==> src/rtl/tmr_pkg.sv <==
package tmr_pkg;

   // Word offsets decoded by the register block
   typedef enum logic [1:0] {
      OFS_STATUS = 2'd0,
      OFS_CTRL   = 2'd1,
      OFS_PER_LO = 2'd2,
      OFS_PER_HI = 2'd3
   } reg_ofs_e;

   // Control word bit positions
   localparam int unsigned CTRL_IE   = 0;
   localparam int unsigned CTRL_CONT = 1;
   localparam int unsigned CTRL_GO   = 2;

   // Status word bit positions
   localparam int unsigned STAT_TMO = 0;
   localparam int unsigned STAT_RUN = 1;

   // Number of period halves
   localparam int unsigned PER_PARTS = 2;

endpackage

==> src/rtl/tmr_regs.sv <==
module tmr_regs
   import tmr_pkg::*;
#(
   parameter int unsigned ADDR_W = 3,
   parameter int unsigned DATA_W = 16,
   parameter int unsigned CNT_W  = 32,
   parameter logic [CNT_W-1:0] RESET_PERIOD = CNT_W'(49999)
) (
   input  logic              clk,
   input  logic              rst_n,
   input  logic [ADDR_W-1:0] addr,
   input  logic              wr_en,
   input  logic [DATA_W-1:0] wdata,
   output logic [CNT_W-1:0]  period,
   output logic              ie,
   output logic              cont,
   output logic              go,
   output logic              halt,
   output logic              clr
);

   logic               in_range;
   logic               wr_ok;
   reg_ofs_e           ofs;
   logic [DATA_W-1:0]  per_part [PER_PARTS];
   logic [PER_PARTS-1:0] per_hit;

   // Offsets above the four registers are outside the map
   generate
      if (ADDR_W > 2) begin : g_wide
         assign in_range = ~|addr[ADDR_W-1:2];
      end else begin : g_exact
         assign in_range = 1'b1;
      end
   endgenerate

   assign ofs   = reg_ofs_e'(addr[1:0]);
   assign wr_ok = wr_en & in_range;

   // One storage word for each period half
   generate
      for (genvar h = 0; h < PER_PARTS; h++) begin : g_part
         assign per_hit[h] = wr_ok & (ofs == reg_ofs_e'(OFS_PER_LO + h));
         always_ff @(posedge clk) begin
            if (!rst_n)
               per_part[h] <= RESET_PERIOD[h*DATA_W +: DATA_W];
            else if (per_hit[h])
               per_part[h] <= wdata;
         end
         assign period[h*DATA_W +: DATA_W] = per_part[h];
      end
   endgenerate

   // Control bits kept in storage
   always_ff @(posedge clk) begin
      if (!rst_n) begin
         ie   <= 1'b0;
         cont <= 1'b0;
      end else if (wr_ok && ofs == OFS_CTRL) begin
         ie   <= wdata[CTRL_IE];
         cont <= wdata[CTRL_CONT];
      end
   end

   // Single-cycle command strobes to the counter
   assign go   = wr_ok & (ofs == OFS_CTRL) & wdata[CTRL_GO];
   assign halt = |per_hit;
   assign clr  = wr_ok & (ofs == OFS_STATUS);

endmodule

==> src/rtl/tmr_core.sv <==
module tmr_core #(
   parameter int unsigned CNT_W = 32
) (
   input  logic             clk,
   input  logic             rst_n,
   input  logic [CNT_W-1:0] period,
   input  logic             cont,
   input  logic             go,
   input  logic             halt,
   input  logic             clr,
   output logic             zero_hit,
   output logic             flag,
   output logic             running
);

   logic [CNT_W-1:0] cnt;

   assign zero_hit = running & (cnt == '0);

   // Timeout flag: a new event outranks a clear in the same cycle
   always_ff @(posedge clk) begin
      if (!rst_n)
         flag <= 1'b0;
      else if (zero_hit)
         flag <= 1'b1;
      else if (clr)
         flag <= 1'b0;
   end

   // Down counter with reload or stop at zero
   always_ff @(posedge clk) begin
      if (!rst_n) begin
         cnt     <= '0;
         running <= 1'b0;
      end else if (halt) begin
         cnt     <= '0;
         running <= 1'b0;
      end else if (go) begin
         cnt     <= period;
         running <= 1'b1;
      end else if (running) begin
         if (cnt == '0) begin
            if (cont)
               cnt <= period;
            else
               running <= 1'b0;
         end else begin
            cnt <= cnt - 1'b1;
         end
      end
   end

endmodule

==> src/rtl/tmr_rdmux.sv <==
module tmr_rdmux
   import tmr_pkg::*;
#(
   parameter int unsigned ADDR_W = 3,
   parameter int unsigned DATA_W = 16,
   parameter int unsigned CNT_W  = 32
) (
   input  logic              clk,
   input  logic              rst_n,
   input  logic [ADDR_W-1:0] addr,
   input  logic              rd_en,
   input  logic              flag,
   input  logic              running,
   input  logic              ie,
   input  logic              cont,
   input  logic [CNT_W-1:0]  period,
   output logic [DATA_W-1:0] rdata
);

   logic              in_range;
   logic [DATA_W-1:0] stat_w;
   logic [DATA_W-1:0] ctrl_w;
   logic [DATA_W-1:0] sel_w;

   generate
      if (ADDR_W > 2) begin : g_wide
         assign in_range = ~|addr[ADDR_W-1:2];
      end else begin : g_exact
         assign in_range = 1'b1;
      end
   endgenerate

   always_comb begin
      stat_w           = '0;
      stat_w[STAT_TMO] = flag;
      stat_w[STAT_RUN] = running;
      ctrl_w            = '0;
      ctrl_w[CTRL_IE]   = ie;
      ctrl_w[CTRL_CONT] = cont;
   end

   always_comb begin
      sel_w = '0;
      if (in_range) begin
         unique case (reg_ofs_e'(addr[1:0]))
            OFS_STATUS: sel_w = stat_w;
            OFS_CTRL:   sel_w = ctrl_w;
            OFS_PER_LO: sel_w = period[DATA_W-1:0];
            OFS_PER_HI: sel_w = period[CNT_W-1:DATA_W];
            default:    sel_w = '0;
         endcase
      end
   end

   always_ff @(posedge clk) begin
      if (!rst_n)
         rdata <= '0;
      else if (rd_en)
         rdata <= sel_w;
   end

endmodule

==> src/rtl/interval_timer.sv <==
module interval_timer #(
   parameter int unsigned ADDR_W = 3,
   parameter int unsigned DATA_W = 16,
   parameter int unsigned CNT_W  = 32,
   parameter logic [CNT_W-1:0] RESET_PERIOD = CNT_W'(49999)
) (
   input  logic              clk,
   input  logic              rst_n,
   input  logic [ADDR_W-1:0] bus_addr,
   input  logic              bus_wr,
   input  logic              bus_rd,
   input  logic [DATA_W-1:0] bus_wdata,
   output logic [DATA_W-1:0] bus_rdata,
   output logic              irq
);

   // Elaboration-time parameter checks
   generate
      if (CNT_W != 2 * DATA_W) begin : g_bad_cnt
         $error("interval_timer: CNT_W must be twice DATA_W");
      end
      if (DATA_W < 3) begin : g_bad_data
         $error("interval_timer: DATA_W must hold the control bits");
      end
      if (ADDR_W < 2) begin : g_bad_addr
         $error("interval_timer: ADDR_W must cover four registers");
      end
   endgenerate

   logic [CNT_W-1:0] period;
   logic             ie;
   logic             cont;
   logic             go;
   logic             halt;
   logic             clr;
   logic             zero_hit;
   logic             tmo_flag;
   logic             running;

   tmr_regs #(
      .ADDR_W(ADDR_W), .DATA_W(DATA_W), .CNT_W(CNT_W), .RESET_PERIOD(RESET_PERIOD)
   ) u_regs (
      .clk(clk), .rst_n(rst_n), .addr(bus_addr), .wr_en(bus_wr), .wdata(bus_wdata),
      .period(period), .ie(ie), .cont(cont), .go(go), .halt(halt), .clr(clr)
   );

   tmr_core #(.CNT_W(CNT_W)) u_core (
      .clk(clk), .rst_n(rst_n), .period(period), .cont(cont), .go(go),
      .halt(halt), .clr(clr), .zero_hit(zero_hit), .flag(tmo_flag), .running(running)
   );

   tmr_rdmux #(.ADDR_W(ADDR_W), .DATA_W(DATA_W), .CNT_W(CNT_W)) u_rd (
      .clk(clk), .rst_n(rst_n), .addr(bus_addr), .rd_en(bus_rd), .flag(tmo_flag),
      .running(running), .ie(ie), .cont(cont), .period(period), .rdata(bus_rdata)
   );

   assign irq = tmo_flag & ie;

endmodule

==> config.mk <==
export PLATFORM = sky130hd
export DESIGN_NAME = interval_timer
export DESIGN_NICKNAME = d
export VERILOG_FILES = /design/src/rtl/tmr_pkg.sv /design/src/rtl/tmr_regs.sv /design/src/rtl/tmr_core.sv /design/src/rtl/tmr_rdmux.sv /design/src/rtl/interval_timer.sv
export SDC_FILE = /design/constraint.sdc
export NUM_CORES = 1
export LEC_CHECK = 0
export ABC_CLOCK_PERIOD_IN_PS = 7600
export BUFFER_PORTS_ARGS = -buffer_cell sky130_fd_sc_hd__buf_4
export CAP_MARGIN = 20
export CELL_PAD_IN_SITES_DETAIL_PLACEMENT = 1
export CELL_PAD_IN_SITES_GLOBAL_PLACEMENT = 1
export CORE_AREA = 3 3 75 131
export CTS_BUF_LIST = sky130_fd_sc_hd__clkbuf_16
export CTS_CLUSTER_SIZE = 16
export DETAILED_ROUTE_END_ITERATION = 10
export DIE_AREA = 0 0 78 134
export GPL_ROUTABILITY_DRIVEN = 1
export GPL_TIMING_DRIVEN = 0
export PLACE_DENSITY = 0.85
export SLEW_MARGIN = 20
export SYNTH_ARGS = -nofsm -noshare
export SYNTH_HDL_FRONTEND = slang
export SYNTH_SLANG_ARGS = --single-unit
==> constraint.sdc <==
create_clock -name clk -period 7.6 [get_ports clk]
set_input_delay 2.28 -clock clk [delete_from_list [all_inputs] [get_ports clk]]
set_output_delay 2.28 -clock clk [all_outputs]
set_load 0.05 [all_outputs]
==> results_dict.tcl <==
set metrics [dict create \
    num_io_pins 40 \
    die_w_um 78 \
    synthAdderAreaFrac_pct 0.581 \
    tritoncts "yes" \
    synth_xor_area_share_pct 0 \
    syn_area_per_cell_um2 9.36 \
    syn-num-nets 485 \
    clk_latency_ps 350 \
    n_antenna_cell 0 \
    synthSimpleGateAreaFrac_pct 23.3 \
    wl_um 14900 \
    path_clk_slew_ps 60 \
    final_nets 536 \
    cts_hold_buffers 0 \
    grt_max_degree 16 \
    antenna_found_initial 0 \
    synth_top_family_by_area "simple AND/OR/NAND/NOR gates" \
    rsz0062_at_grt "no" \
    io_buffer_count 38 \
    layout-drive-gt1-share_pct 18.0 \
    holdCritPathClass "flip-flop to flip-flop" \
    rows 46 \
    ys_ff_latch 84 \
    crit_chain "buf_2, and4bb_1, and2_0, nor2_1, nor2_1, clkbuf_1, o21ai_0, a32o_1" \
    crit_top_cell "nor2_1" \
    ant_nets 0 \
    die_h_um 134 \
    ys_warn_count 0 \
    cts_max_level 3 \
    clock_tree.buffer_depth 2 \
    vias 4043 \
    placedCellCount 620 \
    end_kind "flip-flop" \
    worstSetupPathType "primary input to flip-flop" \
    grt_pass1_vias 4376 \
    cpMaxStageDelayCell "clkbuf_1" \
    firstDrtPassIters 5 \
    slowest_delay_ps 540 \
    fmax_mhz 216 \
    initial_utilization_pct 48.0 \
    via_per_inst 6.36 \
    async_flop_share_pct 0 \
    grtUsageTotal_pct 29.8 \
    muxShareOfSynthArea_pct 5.11 \
    maxCapViolCount 0 \
    setup_viol 0 \
    place_congestion 0.951 \
    power_density_nw_per_um2 221 \
    path_buf_inv 2 \
    crit_required_ps 7850 \
    wl_per_cell_um 23.4 \
    ys_seq_area_share_pct 46.5 \
    cts_sinks 84 \
    globalRoute.totalOverflow 0 \
    fp.dieArea_um2 10500 \
    slew_violations 0 \
    cp_max_fo 10 \
    drt_iter0_markers 328 \
    synth_area_um2 4310 \
    grt_pass1_wl_um 23700 \
    skew_ps 4.22 \
    stdcell_count 636 \
    root_buffer "clkbuf_16" \
    setup_tns_ps 0 \
    fin_crit_ps 4630 \
    slew_headroom_pct 33.6 \
    synth_edf_count 32 \
    dpl.hpwl_um 10900 \
    cts_setup_buffers 0 \
    crit_family "simple AND/OR/NAND/NOR gates" \
    post-route-period-util_pct 60.9 \
    hold_viol_final 0 \
    synth-compound-area-share_pct 19.7 \
    synthDistinctLibCells 53 \
    worstMarginPinSlew_ps 987 \
    ir_worst_vdd_uv 190 \
    core_um2 8980 \
    synth_ff_type "dfxtp_1" \
    status "complete, no violations" \
    syn_inst 460 \
    crit_arrival_ps 4870 \
    cts_buffers 9 \
    area_growth_pct 18.3 \
    startpoint_type "primary input" \
    post_cts_resized 0 \
    p_leak_nw 1.98 \
    drc_errors 0 \
]
## through the flow
stage	instance area [µm²]	total power, mW	setup WS (ps)	hold slack [ps]	utilization (%)
after CTS	5100	1.13	3060	486	56.8
after floorplan	4310	0.588	3100	444	-
after global routing	5100	1.16	2870	506	56.8
after detailed placement	4770	0.642	2720	476	53.1
after global placement	4740	0.635	2260	457	52.8
final	5100	1.13	2970	478	56.8
## cell usage in the layout (no fill, tap or decap), types with 7 or more instances in the layout
| cell | synthesis | final |
|---|---|---|
| nand2_1 | 23 | 23 |
| o21ai_0 | 34 | 32 |
| clkbuf_1 | 15 | 15 |
| nor4_1 | 15 | 15 |
| dfxtp_1 | 52 | 52 |
| a21oi_1 | 42 | 42 |
| edfxtp_1 | 32 | 32 |
| o41ai_1 | 7 | 7 |
| buf_2 | 10 | 10 |
| o21ai_1 | 10 | 10 |
| buf_4 | 2 | 40 |
| a32o_1 | 18 | 18 |
| o22ai_1 | 8 | 8 |
| and2_1 | 24 | 24 |
| nor3_1 | 13 | 13 |
| mux2i_1 | 16 | 16 |
| nor2_1 | 51 | 51 |
| inv_1 | 8 | 8 |
| nand2b_1 | 10 | 10 |
| clkbuf_16 | 0 | 9 |
## cell type report
cell class | instances | area, µm²
tap | 120 | 150
clock inverter | 7 | 98.8
fill | 1066 | 3880
inverter | 9 | 33.8
timing repair buffer | 40 | 308
buffer | 33 | 174
sequential | 84 | 2000
multi-input combinational | 334 | 2100
clock buffer | 9 | 225
## worst min-delay path, stage by stage (launching register included)
cell	delay, ps
dfxtp_1	310
nand2_1	60
a21oi_1	60
## registers in the layout (all words and copies together) (netlist names)
name,flops
u_regs.ie,1
u_core.cnt,32
u_core.flag,1
u_rd.rdata,16
u_core.running,1
u_regs.per_part,32
u_regs.cont,1
## logic make-up (layout without fill, tap and decap cells)
| logic type | Yosys count | after routing |
|---|---|---|
| multiplexers | 19 | 19 |
| adder cells (fa/ha/maj) | 2 | 2 |
| AND/OR/NAND/NOR | 178 | 178 |
| buffers and inverters | 42 | 98 |
| flip-flops | 84 | 84 |
| AO/OA/AOI/OAI | 135 | 135 |
## worst paths after layout
check	start	endpoint	slack [ps]	depth (start not counted)
max reg2reg	u_core.cnt[15]$_SDFFE_PP0P_	u_core.cnt[13]$_SDFFE_PP0P_	4630	9
min	u_rd.rdata[1]$_SDFFE_PN0P_	u_rd.rdata[1]$_SDFFE_PN0P_	480	2
min reg2reg	u_rd.rdata[1]$_SDFFE_PN0P_	u_rd.rdata[1]$_SDFFE_PN0P_	480	2
max	bus_addr[1]	u_core.cnt[6]$_SDFFE_PP0P_	2970	8
## power by group
| part | total (mW) | leakage [nW] | internal [mW] | switching [mW] |
|---|---|---|---|---|
| sequential | 0.493 | 0.732 | 0.482 | 0.0109 |
| clock | 0.488 | 0.156 | 0.290 | 0.198 |
| combinational | 0.145 | 1.10 | 0.0513 | 0.0941 |
| total | 1.13 | 1.98 | 0.824 | 0.303 |
## routing by layer
metal  vias up  wire, µm  track usage (%)
li1       1817         -                -
met1      1995      5490             31.9
met3        60       622             4.84
met5         -         0                0
met2       171      7970             53.3
met4         0       778             19.1
## Yosys cell counts, types with 3 or more instances
cell       n  area, µm²
o21ai_1   10       50.1
nand2b_1  10       62.6
a21oi_1   42        210
a211oi_1   3       22.5
o22ai_1    8       50.1
o41ai_1    7       61.3
nand2_1   23       86.3
and2_1    24        150
edfxtp_1  32        961
nor3_1    13       65.1
nand4_1    5       31.3
o31ai_1    6       45.0
or2_2      3       18.8
clkbuf_1  15       56.3
buf_2     10       50.1
dfxtp_1   52       1040
o21ai_0   34        170
mux2i_1   16        160
buf_6      4       45.0
or4_1      3       22.5
or3_1      4       25.0
nand3_1    4       20.0
nor2_1    51        191
a32o_1    18        180
nand3b_1   4       30.0
inv_1      8       30.0
nor3b_1    3       22.5
nor4_1    15       93.8
Note: power is estimated with default switching activity, not from simulation.
